<file path="src/rtl/flash_erase_pkg.sv">
// Shared constants and state type for the chip-erase sequencer.
// Assumes a flash whose status byte carries busy at bit 0 and the
// write-enable latch at bit 1.
package flash_erase_pkg;

    localparam logic [7:0] OP_WR_ENABLE = 8'h06;
    localparam logic [7:0] OP_RD_STATUS = 8'h05;
    localparam logic [7:0] OP_FILL      = 8'h00;

    localparam int SR_BUSY_IDX = 0;
    localparam int SR_WEL_IDX  = 1;

    typedef enum logic [3:0] {
        ST_IDLE,
        ST_WREN,
        ST_GAP_A,
        ST_CHK_CMD,
        ST_CHK_DATA,
        ST_GAP_B,
        ST_ERASE,
        ST_GAP_C,
        ST_POLL_CMD,
        ST_POLL_DATA,
        ST_FIN
    } seq_state_t;

endpackage

</file>
<file path="src/rtl/fes_spi_byte.sv">
// Mode-0 SPI byte engine. On go it transfers one byte MSB first: SCK
// low for CLK_DIV clocks, high for CLK_DIV clocks, eight times. MISO is
// captured at each rising SCK edge, and MOSI moves only at falling edges
// (or at load, while SCK is low). done pulses one clock after the last
// falling edge, with rx_byte valid.
// Assumes go arrives only while the engine is idle.
module fes_spi_byte #(
    parameter int CLK_DIV = 2
) (
    input  logic       clk,
    input  logic       rst_n,
    input  logic       go,
    input  logic [7:0] tx_byte,
    input  logic       miso,
    output logic       sck,
    output logic       mosi,
    output logic       done,
    output logic [7:0] rx_byte
);
    localparam int DW = $clog2(CLK_DIV + 1);
    localparam logic [DW-1:0] DIV_LAST = DW'(CLK_DIV - 1);

    logic          active_q;
    logic          sck_q;
    logic [DW-1:0] cnt_q;
    logic [2:0]    bit_q;
    logic [7:0]    sh_q;
    logic [7:0]    rx_q;
    logic          done_q;

    // Phase counter, SCK toggling, shifting and capture of one byte.
    always_ff @(posedge clk) begin
        if (!rst_n) begin
            active_q <= 1'b0;
            sck_q    <= 1'b0;
            cnt_q    <= '0;
            bit_q    <= '0;
            sh_q     <= '0;
            rx_q     <= '0;
            done_q   <= 1'b0;
        end else begin
            done_q <= 1'b0;
            if (!active_q) begin
                if (go) begin
                    active_q <= 1'b1;
                    sck_q    <= 1'b0;
                    cnt_q    <= '0;
                    bit_q    <= '0;
                    sh_q     <= tx_byte;
                end
            end else if (cnt_q == DIV_LAST) begin
                cnt_q <= '0;
                if (!sck_q) begin
                    sck_q <= 1'b1;
                    rx_q  <= {rx_q[6:0], miso};
                end else begin
                    sck_q <= 1'b0;
                    if (bit_q == 3'd7) begin
                        active_q <= 1'b0;
                        done_q   <= 1'b1;
                    end else begin
                        bit_q <= bit_q + 3'd1;
                        sh_q  <= {sh_q[6:0], 1'b0};
                    end
                end
            end else begin
                cnt_q <= cnt_q + DW'(1);
            end
        end
    end

    assign sck     = sck_q;
    assign mosi    = sh_q[7];
    assign done    = done_q;
    assign rx_byte = rx_q;

    AST_MOSI_HOLD: assert property (@(posedge clk) disable iff (!rst_n)
        (sck_q && $past(sck_q)) |-> $stable(mosi));
    AST_GO_WHEN_IDLE: assert property (@(posedge clk) disable iff (!rst_n)
        go |-> !active_q);
    AST_SCK_RESTS_LOW: assert property (@(posedge clk) disable iff (!rst_n)
        !active_q |-> !sck_q);

endmodule

</file>
<file path="src/rtl/fes_gap_timer.sv">
// Chip-select high timer. go loads it, and done is high in the clock
// where GAP clocks have elapsed since the load.
// Assumes GAP >= 1.
module fes_gap_timer #(
    parameter int GAP = 4
) (
    input  logic clk,
    input  logic rst_n,
    input  logic go,
    output logic done
);
    localparam int GW = $clog2(GAP + 1);
    localparam logic [GW-1:0] GAP_LAST = GW'(GAP - 1);

    logic          run_q;
    logic [GW-1:0] cnt_q;

    // Count the high interval once per load.
    always_ff @(posedge clk) begin
        if (!rst_n) begin
            run_q <= 1'b0;
            cnt_q <= '0;
        end else if (go) begin
            run_q <= 1'b1;
            cnt_q <= '0;
        end else if (run_q) begin
            if (cnt_q == GAP_LAST) begin
                run_q <= 1'b0;
            end else begin
                cnt_q <= cnt_q + GW'(1);
            end
        end
    end

    assign done = run_q && (cnt_q == GAP_LAST);

    AST_GAP_NO_RELOAD: assert property (@(posedge clk) disable iff (!rst_n)
        go |-> !run_q);

endmodule

</file>
<file path="src/rtl/fes_poll_limit.sv">
// Counter of status bytes read in the completion poll. last is high
// while the byte in flight is the final one the budget allows.
// Assumes LIMIT >= 1 and that inc stops once last has been used.
module fes_poll_limit #(
    parameter int LIMIT = 8
) (
    input  logic clk,
    input  logic rst_n,
    input  logic clr,
    input  logic inc,
    output logic last
);
    localparam int PW = $clog2(LIMIT + 1);
    localparam logic [PW-1:0] LIM_LAST = PW'(LIMIT - 1);

    logic [PW-1:0] cnt_q;

    // Track how many status bytes have completed in this poll.
    always_ff @(posedge clk) begin
        if (!rst_n) begin
            cnt_q <= '0;
        end else if (clr) begin
            cnt_q <= '0;
        end else if (inc) begin
            cnt_q <= cnt_q + PW'(1);
        end
    end

    assign last = (cnt_q == LIM_LAST);

    AST_POLL_BOUND: assert property (@(posedge clk) disable iff (!rst_n)
        inc |-> (cnt_q < PW'(LIMIT)));

endmodule

</file>
<file path="src/rtl/flash_erase_seq.sv">
// Chip-erase sequencer top. Runs write-enable, latch check, erase and
// a busy poll over SPI mode 0, then pulses done with err as the result.
// Assumes a flash that repeats its status byte while chip select stays
// low and that executes an opcode when chip select rises.
module flash_erase_seq #(
    parameter int         CLK_DIV  = 2,
    parameter int         CS_GAP   = 4,
    parameter int         POLL_MAX = 4096,
    parameter logic [7:0] ERASE_OP = 8'hC7
) (
    input  logic clk,
    input  logic rst_n,
    input  logic start,
    output logic busy,
    output logic done,
    output logic err,
    output logic sck,
    output logic cs_n,
    output logic mosi,
    input  logic miso
);
    import flash_erase_pkg::*;

    localparam int HW = $clog2(CS_GAP + 2);
    localparam logic [HW-1:0] HI_SAT = HW'(CS_GAP + 1);

    seq_state_t st_q;
    logic       cs_n_q;
    logic       busy_q;
    logic       done_q;
    logic       err_q;
    logic       fail_q;
    logic       wel_ok_q;
    logic       bs_go_q;
    logic [7:0] bs_tx_q;
    logic       gap_go_q;

    logic       bs_done;
    logic [7:0] bs_rx;
    logic       gap_done;
    logic       poll_clr;
    logic       poll_inc;
    logic       poll_last;

    fes_spi_byte #(.CLK_DIV(CLK_DIV)) u_byte (
        .clk     (clk),
        .rst_n   (rst_n),
        .go      (bs_go_q),
        .tx_byte (bs_tx_q),
        .miso    (miso),
        .sck     (sck),
        .mosi    (mosi),
        .done    (bs_done),
        .rx_byte (bs_rx)
    );

    fes_gap_timer #(.GAP(CS_GAP)) u_gap (
        .clk   (clk),
        .rst_n (rst_n),
        .go    (gap_go_q),
        .done  (gap_done)
    );

    fes_poll_limit #(.LIMIT(POLL_MAX)) u_poll (
        .clk   (clk),
        .rst_n (rst_n),
        .clr   (poll_clr),
        .inc   (poll_inc),
        .last  (poll_last)
    );

    // Poll counter control: cleared as the poll opens, bumped per byte.
    always_comb begin
        poll_clr = (st_q == ST_GAP_C) && gap_done;
        poll_inc = (st_q == ST_POLL_DATA) && bs_done;
    end

    // Main sequence: each transaction, gap and decision in turn.
    always_ff @(posedge clk) begin
        if (!rst_n) begin
            st_q     <= ST_IDLE;
            cs_n_q   <= 1'b1;
            busy_q   <= 1'b0;
            done_q   <= 1'b0;
            err_q    <= 1'b0;
            fail_q   <= 1'b0;
            wel_ok_q <= 1'b0;
            bs_go_q  <= 1'b0;
            bs_tx_q  <= '0;
            gap_go_q <= 1'b0;
        end else begin
            bs_go_q  <= 1'b0;
            gap_go_q <= 1'b0;
            done_q   <= 1'b0;
            case (st_q)
                ST_IDLE: begin
                    if (start) begin
                        busy_q   <= 1'b1;
                        err_q    <= 1'b0;
                        fail_q   <= 1'b0;
                        wel_ok_q <= 1'b0;
                        cs_n_q   <= 1'b0;
                        bs_go_q  <= 1'b1;
                        bs_tx_q  <= OP_WR_ENABLE;
                        st_q     <= ST_WREN;
                    end
                end
                ST_WREN: begin
                    if (bs_done) begin
                        cs_n_q   <= 1'b1;
                        gap_go_q <= 1'b1;
                        st_q     <= ST_GAP_A;
                    end
                end
                ST_GAP_A: begin
                    if (gap_done) begin
                        cs_n_q  <= 1'b0;
                        bs_go_q <= 1'b1;
                        bs_tx_q <= OP_RD_STATUS;
                        st_q    <= ST_CHK_CMD;
                    end
                end
                ST_CHK_CMD: begin
                    if (bs_done) begin
                        bs_go_q <= 1'b1;
                        bs_tx_q <= OP_FILL;
                        st_q    <= ST_CHK_DATA;
                    end
                end
                ST_CHK_DATA: begin
                    if (bs_done) begin
                        wel_ok_q <= bs_rx[SR_WEL_IDX];
                        cs_n_q   <= 1'b1;
                        gap_go_q <= 1'b1;
                        st_q     <= ST_GAP_B;
                    end
                end
                ST_GAP_B: begin
                    if (gap_done) begin
                        if (wel_ok_q) begin
                            cs_n_q  <= 1'b0;
                            bs_go_q <= 1'b1;
                            bs_tx_q <= ERASE_OP;
                            st_q    <= ST_ERASE;
                        end else begin
                            fail_q <= 1'b1;
                            st_q   <= ST_FIN;
                        end
                    end
                end
                ST_ERASE: begin
                    if (bs_done) begin
                        cs_n_q   <= 1'b1;
                        gap_go_q <= 1'b1;
                        st_q     <= ST_GAP_C;
                    end
                end
                ST_GAP_C: begin
                    if (gap_done) begin
                        cs_n_q  <= 1'b0;
                        bs_go_q <= 1'b1;
                        bs_tx_q <= OP_RD_STATUS;
                        st_q    <= ST_POLL_CMD;
                    end
                end
                ST_POLL_CMD: begin
                    if (bs_done) begin
                        bs_go_q <= 1'b1;
                        bs_tx_q <= OP_FILL;
                        st_q    <= ST_POLL_DATA;
                    end
                end
                ST_POLL_DATA: begin
                    if (bs_done) begin
                        if (!bs_rx[SR_BUSY_IDX]) begin
                            fail_q <= 1'b0;
                            cs_n_q <= 1'b1;
                            st_q   <= ST_FIN;
                        end else if (poll_last) begin
                            fail_q <= 1'b1;
                            cs_n_q <= 1'b1;
                            st_q   <= ST_FIN;
                        end else begin
                            bs_go_q <= 1'b1;
                            bs_tx_q <= OP_FILL;
                        end
                    end
                end
                ST_FIN: begin
                    done_q <= 1'b1;
                    err_q  <= fail_q;
                    busy_q <= 1'b0;
                    st_q   <= ST_IDLE;
                end
                default: begin
                    st_q <= ST_IDLE;
                end
            endcase
        end
    end

    assign cs_n = cs_n_q;
    assign busy = busy_q;
    assign done = done_q;
    assign err  = err_q;

    // Chip-select high run length, saturating, for the gap check.
    logic [HW-1:0] hi_cnt_q;
    always_ff @(posedge clk) begin
        if (!rst_n) begin
            hi_cnt_q <= '0;
        end else if (!cs_n_q) begin
            hi_cnt_q <= '0;
        end else if (hi_cnt_q != HI_SAT) begin
            hi_cnt_q <= hi_cnt_q + HW'(1);
        end
    end

    AST_SCK_IDLE_LOW: assert property (@(posedge clk) disable iff (!rst_n)
        cs_n |-> !sck);
    AST_DONE_PULSE: assert property (@(posedge clk) disable iff (!rst_n)
        done |=> !done);
    AST_DONE_CS_HIGH: assert property (@(posedge clk) disable iff (!rst_n)
        done |-> (cs_n && !busy));
    AST_GAP_MIN: assert property (@(posedge clk) disable iff (!rst_n)
        ($fell(cs_n) && ($past(st_q) != ST_IDLE)) |-> ($past(hi_cnt_q) >= HW'(CS_GAP - 1)));
    AST_ERASE_NEEDS_WEL: assert property (@(posedge clk) disable iff (!rst_n)
        (st_q == ST_ERASE) |-> wel_ok_q);

endmodule

</file>
<file path="config.mk">
export PLATFORM = sky130hd
export DESIGN_NAME = flash_erase_seq
export DESIGN_NICKNAME = d
export VERILOG_FILES = /design/src/rtl/flash_erase_pkg.sv /design/src/rtl/fes_spi_byte.sv /design/src/rtl/fes_gap_timer.sv /design/src/rtl/fes_poll_limit.sv /design/src/rtl/flash_erase_seq.sv
export SDC_FILE = /design/constraint.sdc
export NUM_CORES = 1
export LEC_CHECK = 0
export ABC_AREA = 1
export BUFFER_PORTS_ARGS = -buffer_cell sky130_fd_sc_hd__clkbuf_2
export CORE_MARGIN = 3
export CORE_UTILIZATION = 30
export DETAILED_ROUTE_END_ITERATION = 16
export PLACE_DENSITY = 0.45
export SETUP_SLACK_MARGIN = 0.4
export SLEW_MARGIN = 5
export SYNTH_ARGS = -nofsm -noshare
export SYNTH_HDL_FRONTEND = slang
export SYNTH_SLANG_ARGS = --single-unit
</file>
<file path="constraint.sdc">
create_clock -name clk -period 4.7 [get_ports clk]
set_input_delay 1.175 -clock clk [delete_from_list [all_inputs] [get_ports clk]]
set_output_delay 1.175 -clock clk [all_outputs]
set_load 0.01 [all_outputs]
</file>
# == Yosys cells after proc, flatten, opt, wreduce, memory -nomap -nowiden ==
# Cells that the tools add are included.
# totals
reg_bits,55
in_bits,4
out_inout_bits,6
elab_cells,167
# classes
addsub,4
eq_ne,35
mux,78
bitwise_logic,3
reduce_logical,27
# ops
cell,n
2-to-1 mux 8 bit,13
2-to-1 mux 4 bit,13
one-hot mux 4 bit (10 select lines),1
one-hot mux 8 bit (5 select lines),1
2-to-1 mux 1 bit,36
"!= test 2 x 1 -> 1 bit, second input constant",10
"!= test 2 bit, second input constant",10
"equality test 4 x 3 -> 1 bit, second input constant",4
2-to-1 mux 3 bit,5
"adder 13 x 1 -> 13 bit, second input constant",1
"equality test 13 x 12 -> 1 bit, second input constant",1
"equality test 4 bit, second input constant",3
AND reduction 11 bit,1
one-hot mux 1 bit (5 select lines),2
nonzero test 5 bit,2
AND reduction 9 bit,1
"equality test 4 x 2 -> 1 bit, second input constant",2
AND reduction 2 bit,4
AND reduction 4 bit,2
AND reduction 8 bit,1
OR reduction 2 bit,4
"adder 3 x 1 -> 3 bit, second input constant",2
2-to-1 mux 2 bit,3
one-hot mux 1 bit (2 select lines),3
other kinds (15),22

# == Logic depth before layout (Yosys ltp) ==
# Gate-level depths: netlist of run 1.
# logic_depth
ltp_word,5
ltp_mapped,11
ltp_nobuf,11

# == By module ==
# From an unflattened synthesis of run 1, not the netlist that was laid out.
# hier_totals
cells_unflattened,453
hier_area_um2,3010.4
# by_module_without_submodules
mod,instances,cells_per_inst,area_each_um2,seq_area_each_um2
fes_spi_byte,1,166,1148.6,480.5
flash_erase_seq,1,153,960.9,320.3
fes_poll_limit,1,105,703.2,260.2
fes_gap_timer,1,29,197.7,80.1

# == Least setup slack after synthesis of run 1 ==
# No wires, ideal clock.
# synth_timing
kind,input -> register
startpoint,input port rst_n
endpoint,register u_byte.done_q (netlist: u_byte.done)
setup_ns,0.092
t_arrival_ns,1.880
required_ns,4.608
slack_ns,2.728
stages,3
path_buffers,1
path_cell_list,clkbuf_1 > clkinv_1 > nor4_1
# synth_via
elab_chain_len,1
# synth_lines
item,line_no,text
"start, declared",flash_erase_seq.sv:12,"input logic rst_n,"
AND reduction 4 bit (no source line),--,
"end signal, assigned",fes_spi_byte.sv:40,done_q <= 1'b0;
"end signal, assigned",fes_spi_byte.sv:42,done_q <= 1'b0;
"end signal, assigned",fes_spi_byte.sv:60,done_q <= 1'b1;
"end, declared",fes_spi_byte.sv:29,logic done_q;
# No other way between the ends.
# A chain may end at the register's enable or synchronous reset.

==> summary.md, run 1 <==
| Metric | Value |
|---|---|
| Status | `completed` |
| Mapped cell area | `approximately 2500 sq um` |
| Tcrit/Tclk final | `0.457` |
| Crit Path Category | `input port to flip-flop` |
| Sequential power share | `0.426` |
| Period minus WS final | `roughly 2.1 ns` |
| Worst reg2reg endpoint | `u_byte.sh_q[1]` |
| Internal power | `0.769 mW` |
| Clock network power share | `0.258` |
| Largest vdd supply drop | `0.162 mV` |
| Worst skew pair latency | `0.31 ns` |
| Clock tree buffer depth | `2` |
| Area share of the largest cell type after synthesis | `0.404` |
| Metal2 WL | `between 2000 and 2500 microns` |
| Area share of fa/ha/maj cells after synthesis | `0.0248` |
| Die ar. | `9560 sq um` |
| First-pass GRT wire length | `9730 microns` |
| Dpl cells | `468` |
| RSZ-0062 raised after global routing | `no` |
| Post-detail-place hpwl | `4130 microns` |
| Hold_ws | `0.461 ns` |
| Initial core utilization | `0.317` |
| Post-synthesis register bit count | `51` |
| CTS tree | `done` |
| Chip width | `97.8 microns` |
| Post-cts resize count | `0` |
| Vias per cell | `4.58` |
| Pwr Density | `439 nW/um^2` |
| R2R Path Start | `u_byte.bit_q[0]` |
| Area after DPL | `2680 sq um` |
| Simple-Gate Fraction of Synth Area | `0.376` |
| Routed wire length | `5410 microns` |
| DR vias | `2182` |
| CP endpoint kind | `flip-flop` |
| Post-Synth XOR/XNOR Area | `0.0104` |
| Reg clk slew, reported paths | `0.10 ns` |
| Worst hold stages | `2` |
| DRC Markers | `0` |
| Mux cell area share after synthesis | `0` |
| Vias in the first global route | `between 2000 and 2500` |
| Crit path required time | `4.94 ns` |
| Top post-synthesis cells by area | `dfxtp_1 40%, nand2_1 14%, nor2_1 8.3%, inv_1 5.2%, a21oi_1 4.6%` |
| Hold_sp | `u_byte.cnt_q[1]` |
| CP Launch Type | `input port` |
| GPL Wtd Cong | `between 0.8 and 0.9` |
| Final design area excluding fillers | `2800 sq um` |
| Synth Area in Compound Gates | `0.114` |
| Share of post-route cells with drive strength above 1 | `0.110` |
| Largest family of logic cells by synthesized area | `simple AND/OR/NAND/NOR gates` |
| Worst-path maximum fanout | `26` |
| Synth-to-layout area growth | `10.7%` |
| Diode count | `0` |
| Chip height | `97.8 microns` |
| Layout Nets | `382` |
| CTS root buf | `clkbuf_8` |
| Post-synthesis cell count | `361` |
| Highest metal used | `met4` |
| Slew headroom | `0.630` |
| R2r worst-path depth | `7` |
| Pleak | `1.17 nW` |
| Hold Path Class | `flip-flop to flip-flop` |
| Wirelength per Cell | `11.4 microns` |
| Cell taking the most area after synthesis | `dfxtp_1` |
| Met3 WL post-DR | `between 150 and 200 microns` |
| I/O Buffers | `9` |
| H-tree depth | `2` |
| Io pins | `10` |
| Internal reg-to-reg setup slack | `approximately 2.8 ns` |
| Detail Route Antenna Nets | `0` |
| Max Clock Freq | `roughly 0.47 GHz` |
| Gr usage total | `0.122` |
| Clock Sinks | `51` |
| P_sw | `0.458 mW` |
| Comb pwr share | `0.315` |
| Max cap viols | `0` |
| Final core utilization | `0.351` |
| Crit path DAT | `2.39 ns` |
| Final WS setup | `2.55 ns` |
| Netlist cell types | `36` |
| Row count | `32` |
| Initial DRC Count | `74` |
| Hold Path Sink | `u_byte.cnt_q[1]` |
| Setup tns final | `0 ns` |
| Post-Syn Nets | `370` |
| Synth warn | `0` |
| Fin Clk Skew | `0.00661 ns` |
| Max Slew Vio Count | `0` |
| Mean Syn Cell Area | `7.00 sq um` |
| Final hold vios | `0` |
| Pre-CTS setup slack | `2.17 ns` |
| Fillers | `851` |
| Register area share after synthesis | `0.404` |
| Total setup buffers inserted after CTS | `0` |
| Fin cells | `about 480` |
| TritonCTS Buffers | `5` |
| Worst-Margin Slew | `0.555 ns` |
| Switching share of total power | `0.373` |
| Hold buffer count at cts | `0` |
| Drt first pass iters | `4` |
| Total power | `1.23 mW` |
| Core box area | `7970 sq um` |
| Gr ovfl total | `0` |
| Largest net degree at the start of global routing | `27` |
| Initial antenna violation count | `0` |
| Metal-1 WL | `2830 microns` |
| Final setup viols | `0` |
==> critical path, stage by stage <==
cell,delay [ns]
clkbuf_2,0.44
clkinv_1,0.42
nor2_1,0.22
nand2_1,0.06
o21ai_0,0.07
==> Yosys cell counts (all sizes together) <==
cell type and count:
clkbuf 2, o211ai 1, inv 39, o21ai 21, clkinv 2, nor2 63
o31ai 1, a31oi 4, a211oi 1, or2 3, buf 2, nor3 5
nand3b 1, a21oi 25, nand3 25, dfxtp 51, xnor2 3, nor4 1
nor3b 1, ha 5, nand4 4, nand2 101
==> state kept, by name, summed over array words and instances (netlist names) <==
name / count
done: 1
fail_q: 1
st_q: 4
busy: 1
gap_go_q: 1
u_byte.rx_byte: 2
cs_n: 1
u_byte.active_q: 1
bs_go_q: 1
err: 1
bs_tx_q: 4
u_gap.cnt_q: 3
u_byte.done: 1
u_byte.bit_q: 3
u_poll.cnt_q: 13
wel_ok_q: 1
u_byte.cnt_q: 2
u_byte.sh_q: 8
u_gap.run_q: 1
u_byte.sck: 1
==> area by class of cell <==
type | instances | area, sq um | area share
Clock buffer | 5 | 68.8 | 0.0246
Clock inverter | 3 | 46.3 | 0.0166
Inverter | 41 | 159 | 0.0568
Multi-Input combinational cell | 265 | 1330 | 0.475
Sequential cell | 51 | 1020 | 0.365
Tap cell | 102 | 128 | 0.0456
Timing Repair Buffer | 9 | 45.0 | 0.0161
==> per-layer routing <==
layer	GRT usage	vias up
li1	-	1179
met1	0.172	967
met2	0.187	31
met3	0.0286	5
met4	0.0319	0
met5	0	-
==> power by group through the flow <==
stage	clock network [mW]	logic, mW	registers, mW
floorplan	0	0.307	0.525
global placement	0	0.390	0.535
detailed placement	0	0.388	0.534
CTS	0.332	0.389	0.524
global route	0.348	0.458	0.533
finish	0.317	0.387	0.523
==> kinds of logic (layout without fill, tap and decap cells) <==
group / Yosys count / in the layout
flip-flops: 51 / 51
AO/OA/AOI/OAI: 53 / 53
adder cells (fa/ha/maj): 5 / 5
buffers and inverters: 45 / 58
XOR/XNOR: 3 / 3
AND/OR/NAND/NOR: 204 / 204
==> placed cells by master, fill, tap and decap left out, types with 2 or more instances in the layout <==
cell type and count:
clkinv_1 2, nor2_1 56, nor2_4 5, a21oi_1 23
nand4_1 3, clkbuf_8 5, xnor2_1 3, nand2_4 2
nand3_2 2, nand2_2 2, inv_6 2, nand2_1 96
dfxtp_1 51, o21ai_0 20, nor3_1 4, a31oi_1 4
clkbuf_2 9, a21oi_2 2, ha_1 5, inv_2 3
nand3_1 23, or2_0 2, inv_1 35
==> worst max-delay path by stage <==
stage	start	to	slack (ns)	depth (start not counted)
6_report	rst_n	err	2.55	5
5_1_grt	rst_n	err	2.32	5
4_1_cts	rst_n	err	2.49	5
3_5_place_dp	rst_n	err	2.17	5
3_3_place_gp	rst_n	err	2.19	5
2_1_floorplan	rst_n	u_byte.done	2.73	3
No activity file was read; power rests on OpenSTA's default activity.
==> run 2: changes to the inputs <==
Clock period 4.7 ns to 1.98 ns, I/O delays scaled along.
==> summary.md, run 2 (synthesized netlist as in run 1, its figures left out) <==
| Metric | Value |
|---|---|
| CP Launch Type | `flip-flop` |
| Initial antenna violation count | `0` |
| Max incr delay on CP | `0.40 ns` |
| H-tree depth | `2` |
| CP endpoint kind | `flip-flop` |
| Core box area | `7970 sq um` |
| CTS tree | `done` |
| Gr usage total | `0.120` |
| Synth-to-layout area growth | `21.8%` |
| Largest vdd supply drop | `0.336 mV` |
| DR vias | `between 2000 and 2500` |
| First-pass GRT wire length | `9540 microns` |
| I/O Buffers | `9` |
| Leading cell types in the layout, fill and taps excluded | `93 x nand2_1, 50 x nor2_1, 41 x dfxtp_1` |
| Period minus WS final | `1.53 ns` |
| Critical-path top delay cell | `dfxtp_4` |
| Share of post-route cells with drive strength above 1 | `0.234` |
| Max Clock Freq | `0.654 GHz` |
| Tcrit/Tclk final | `0.772` |
| Diode count | `0` |
| Critical path buffer and inverter count | `2` |
| Final setup viols | `0` |
| Setup tns final | `0 ns` |
| Top flop regs | `u_poll.cnt_q: 13 flops, u_byte.sh_q: 8 flops` |
| Pwr Density | `954 nW/um^2` |
| Detail Route Antenna Nets | `0` |
| Sequential cell area | `1040 sq um` |
| Switching share of total power | `0.390` |
| Most flops, register | `u_poll.cnt_q` |
| Initial DRC Count | `106` |
| Die ar. | `9560 sq um` |
| Crit path required time | `between 2 and 2.5 ns` |
| Io pins | `10` |
| Layout Nets | `just over 400` |
| TritonCTS Buffers | `5` |
| RSZ-0062 raised after global routing | `yes` |
| Gr ovfl total | `0` |
| Initial core utilization | `0.317` |
| Largest register FFs | `13` |
| Internal power | `~1.8 mW` |
| Fillers | `867` |
| Area after DPL | `2720 sq um` |
| Worst-Margin Slew | `0.367 ns` |
| Fin Clk Skew | `0.00949 ns` |
| Delay-heaviest family, CP | `simple AND/OR/NAND/NOR gates` |
| Multi-input gate area | `1430 sq um` |
| Reg clk slew, reported paths | `0.10 ns` |
| GPL Wtd Cong | `0.832` |
| Pre-CTS setup slack | `0.160 ns` |
| Largest net degree at the start of global routing | `19` |
| Row count | `32` |
| Max Slew Vio Count | `0` |
| Wirelength per Cell | `roughly 12 microns` |
| Chip width | `97.8 microns` |
| Sequential power share | `0.430` |
| Final hold vios | `0` |
| Vias in the first global route | `roughly 2100` |
| Status | `completed` |
| Drt first pass iters | `4` |
| Hold Path Class | `input port to flip-flop` |
| Worst skew pair latency | `0.31 ns` |
| Commonest non-fill, non-tap cell in the layout | `nand2_1` |
| Slew headroom | `0.755` |
| DRC Markers | `0` |
| Max cap viols | `0` |
| Routed wire length | `5770 microns` |
| Critical-path cell list | `inv_4 > nor2_4 > nand2_4 > inv_6 > nand2_8 > nor2_8 > nand2_4 > nor2_4 > nand2_1 > nand2_1 > a21oi_2` |
| Fin cells | `500` |
| Final WS setup | `between 0.4 and 0.5 ns` |
| Worst-path maximum fanout | `6` |
| Chip height | `around 98 microns` |
| Crit Path Category | `flip-flop to flip-flop` |
| Dpl cells | `473` |
| Total power | `2.94 mW` |
| P_sw | `between 1 and 1.5 mW` |
| Pleak | `between 1 and 1.5 nW` |
| Vias per cell | `4.62` |
| Clock Sinks | `51` |
| Comb pwr share | `0.352` |
| Post-detail-place hpwl | `~4200 microns` |
| Clock tree buffer depth | `2` |
| Final design area excluding fillers | `slightly above 3000 sq um` |
| Clock network power share | `0.218` |
| Crit path DAT | `1.74 ns` |
| CTS root buf | `clkbuf_8` |
==> run 2: changes by cell type in the layout (fill, tap and decap cells not counted), moves of 3 or more <==
cell / delta
buf_4: +23
nor2_2: +4
nand3_1: -3
dfxtp_2: +6
nand2_1: -3
o21ai_1: +3
o21ai_0: -3
ha_1: -4
nor2_1: -6
dfxtp_1: -10
dfxtp_4: +4
==> run 2: path summary, 6_finish.rpt <==
kind / cells past startpoint / slack (ns) / from / end
hold reg to reg: 2 / 0.45 / busy / busy
setup reg to reg: 11 / 0.45 / st_q[0] / u_poll.cnt_q[10]
setup / recovery: 11 / 0.45 / st_q[0] / u_poll.cnt_q[10]
hold / removal: 3 / 0.44 / miso / u_byte.rx_byte[0]
==> run 2: what timing repair did <==
item / CTS / global route
pin swaps: 6 / 19
hold buffers: 0 / 0
setup buffers: 3 / 16
gates resized for setup: 12 / 33
endpoints found under the setup margin: 17 / 23
==> run 2: area by class of cell <==
type                            instances  share of cell area
Clock inverter                          3             0.00813
Multi-Input combinational cell        265               0.463
Clock buffer                            5              0.0224
Timing Repair Buffer                   33              0.0724
Tap cell                              102              0.0415
Inverter                               41              0.0533
Sequential cell                        51               0.339
==> run 2: worst register-to-register path, cell delays in order (launching register included) <==
cell     delay [ns]
dfxtp_4        0.40
inv_4          0.05
nor2_4         0.17
nand2_4        0.13
inv_6          0.11
nand2_8        0.07
nor2_8         0.14
nand2_4        0.08
nor2_4         0.13
nand2_1        0.06
nand2_1        0.07
a21oi_2        0.03
==> run 2: power by group through the flow <==
stage	clock, mW	sequential (mW)	combinational [mW]
final	0.640	1.26	1.03
after global routing	0.716	1.28	1.18
after CTS	0.677	1.25	0.968
after detailed placement	0	1.26	0.910
after global placement	0	1.27	0.913
after floorplan	0	1.25	0.729
==> run 2: routing by layer <==
metal | track usage | part of all wire
met5 | 0 | 0
met4 | 0.0341 | 0.013
met3 | 0.0236 | 0.032
met2 | 0.198 | 0.46
met1 | 0.161 | 0.49
==> run 2: through the flow <==
| step | hold WS [ns] | utilization |
|---|---|---|
| after floorplan | 0.423 | - |
| after global placement | 0.438 | 0.341 |
| after detailed placement | 0.446 | 0.341 |
| after CTS | 0.448 | 0.361 |
| after global routing | 0.469 | 0.386 |
| final | 0.442 | 0.386 |
==> run 3: changes to the inputs <==
Settings changed: ABC_AREA 1 to 0, PLACE_DENSITY 0.45 to 0.46.
Clock period 1.98 ns to 1.4 ns, I/O delays scaled along.
==> summary.md, run 3 <==
| Metric | Value |
|---|---|
| Status | `finished with violations` |
| Failing checks | `setup timing` |
| Largest vdd supply drop | `0.409 mV` |
| Most flops, register | `u_poll.cnt_q` |
| Routed wire length | `~7300 microns` |
| Setup tns final | `-5.01 ns` |
| Hold_ws | `0.293 ns` |
| Main synth FF type | `dfxtp_1` |
| Worst skew pair latency | `0.32 ns` |
| Crit path required time | `1.61 ns` |
| Fin cells | `496` |
| Hold Path Class | `input port to flip-flop` |
| Met2 Use GR | `0.260` |
| Worst-path maximum fanout | `9` |
| Initial antenna violation count | `0` |
| Slew headroom | `0.727` |
| Final hold vios | `0` |
| Mean Syn Cell Area | `8.59 sq um` |
| Worst-Margin Slew | `approximately 0.4 ns` |
| Period minus WS final | `around 1.8 ns` |
| Initial core utilization | `0.312` |
| Post-synthesis register bit count | `51` |
| Vias in the first global route | `around 2300` |
| Most frequent cells after synthesis | `51 x dfxtp_1, 42 x nor2_1, 16 x a21oi_1, 16 x nand2_1, 13 x mux2i_1` |
| First-pass GRT wire length | `11100 microns` |
| Netlist cell types | `between 50 and 60` |
| Pwr Density | `1140 nW/um^2` |
| Synth-to-layout area growth | `76.7%` |
| Met1 GRT Util | `0.202` |
| Largest family of logic cells by synthesized area | `simple AND/OR/NAND/NOR gates` |
| Layout Nets | `402` |
| Area share of fa/ha/maj cells after synthesis | `0.0258` |
| Post-detail-place hpwl | `4620 microns` |
| Mapped cell area | `2420 sq um` |
| Initial DRC Count | `87` |
| Fin Clk Skew | `0.0120 ns` |
| Dpl cells | `~450` |
| Crit path DAT | `1.99 ns` |
| Total power | `4.87 mW` |
| Clock Sinks | `just over 50` |
| Simple-Gate Fraction of Synth Area | `0.248` |
| Asr flop ratio synth | `0` |
| Vias per cell | `4.99` |
| Pleak | `about 1.7 nW` |
| Commonest non-fill, non-tap cell in the layout | `buf_4` |
| Leading cell types in the layout, fill and taps excluded | `71 x buf_4, 39 x buf_6, 32 x nor2_1` |
| Hold buffer count at cts | `0` |
| CP Launch Type | `flip-flop` |
| Row count | `32` |
| Register area share after synthesis | `0.422` |
| Drt first pass iters | `4` |
| DRC Markers | `0` |
| Diode count | `0` |
| RSZ-0062 raised after global routing | `yes` |
| Post-synth EDFFs | `0` |
| Share of post-route cells with drive strength above 1 | `0.596` |
| Count leader, synth | `dfxtp_1` |
| Post-Syn Nets | `291` |
| Post-synthesis cell count | `282` |
| Post-Synth XOR/XNOR Area | `0.0326` |
| Area share of the largest cell type after synthesis | `0.422` |
| Core box area | `slightly below 8000 sq um` |
| Gr busiest metal | `met2` |
| Mux cell area share after synthesis | `0.0537` |
| Max Clock Freq | `0.561 GHz` |
| Chip width | `95.8 microns` |
| CP endpoint kind | `flip-flop` |
| Wirelength per Cell | `14.7 microns` |
| Die ar. | `9180 sq um` |
| Final WS setup | `-0.382 ns` |
| Max Slew Vio Count | `0` |
| M3 GR Usage | `0.0242` |
| Io pins | `10` |
| Gr usage total | `0.155` |
| Crit Path Category | `flip-flop to flip-flop` |
| Detail Route Antenna Nets | `0` |
| Max cap viols | `0` |
| H-tree depth | `2` |
| Gr ovfl total | `0` |
| Synth Area in Compound Gates | `0.174` |
| Reg clk slew, reported paths | `approximately 0.1 ns` |
| Top flop regs | `u_poll.cnt_q: 13 flops, u_byte.sh_q: 8 flops` |
| Synth warn | `0` |
| CTS root buf | `clkbuf_8` |
| Top post-synthesis cells by area | `dfxtp_1 42%, nor2_1 6.5%, mux2i_1 5.4%, a21oi_1 3.3%, ha_1 2.6%` |
| Clock tree buffer depth | `2` |
| Largest net degree at the start of global routing | `19` |
| Final setup viols | `25` |
| TritonCTS Buffers | `5` |
| Chip height | `95.8 microns` |
| Area after DPL | `3200 sq um` |
| Cell taking the most area after synthesis | `dfxtp_1` |
| I/O Buffers | `9` |
| CTS tree | `done` |
| GPL Wtd Cong | `between 0.8 and 0.9` |
| Largest register FFs | `13` |
| Tcrit/Tclk final | `1.27` |
| Final design area excluding fillers | `roughly 4300 sq um` |
| DR vias | `2476` |
==> run 3: area by class of cell <==
class	count	area, sq um
clock buffer	5	68.8
clock inverter	3	26.3
fill	695	3490
inverter	10	37.5
multi-input combinational	206	1860
sequential	51	1060
tap	102	128
timing repair buffer	119	1100
==> run 3: cell families (layout without fill, tap and decap cells) <==
group / count (synthesis) / in the layout
compound gates: 61 / 61
xor+xnor: 9 / 9
buf+inv: 26 / 137
simple gates: 117 / 118
flops: 51 / 51
mux: 13 / 13
fa+ha+maj: 5 / 5
==> run 3: path summary, 6_finish.rpt <==
path                   start                 to  slack [ns]  cells past startpoint
max          u_poll.cnt_q[7]            st_q[2]       -0.38                      6
min reg2reg       bs_tx_q[6]         bs_tx_q[6]        0.46                      2
min                     miso  u_byte.rx_byte[0]        0.29                      3
max reg2reg  u_poll.cnt_q[7]            st_q[2]       -0.38                      6
==> run 3: power breakdown <==
group          internal (mW)  switching (mW)
clock                  0.370           0.567
combinational           1.22           0.994
sequential              1.60           0.124
==> run 3: through the flow <==
stage	util	setup WS, ns
2_1_floorplan	-	-0.250
3_3_place_gp	0.412	-0.677
3_5_place_dp	0.412	-0.556
4_1_cts	0.472	-0.362
5_1_grt	0.551	-0.494
6_report	0.551	-0.382
==> run 3: worst max-delay path, stage by stage, from the launching register on <==
cell     delay [ns]
dfxtp_2        0.34
and4_4         0.25
nand4_4        0.07
o31a_1         0.31
buf_6          0.15
or3_4          0.34
o41ai_2        0.21
==> run 3: what timing repair did <==
item,4_1_cts,5_1_grt
resized for setup,72,94
buffers inserted,10,27
gates cloned,2,0
hold endpoints to repair,0,0
endpoints found under the setup margin,54,56
pin swaps,18,31
==> run 3: layer usage <==
layer	share of wire	wire (microns)
met1	0.45	3270
met2	0.50	3650
met3	0.039	282
met4	0.012	90
met5	0	0
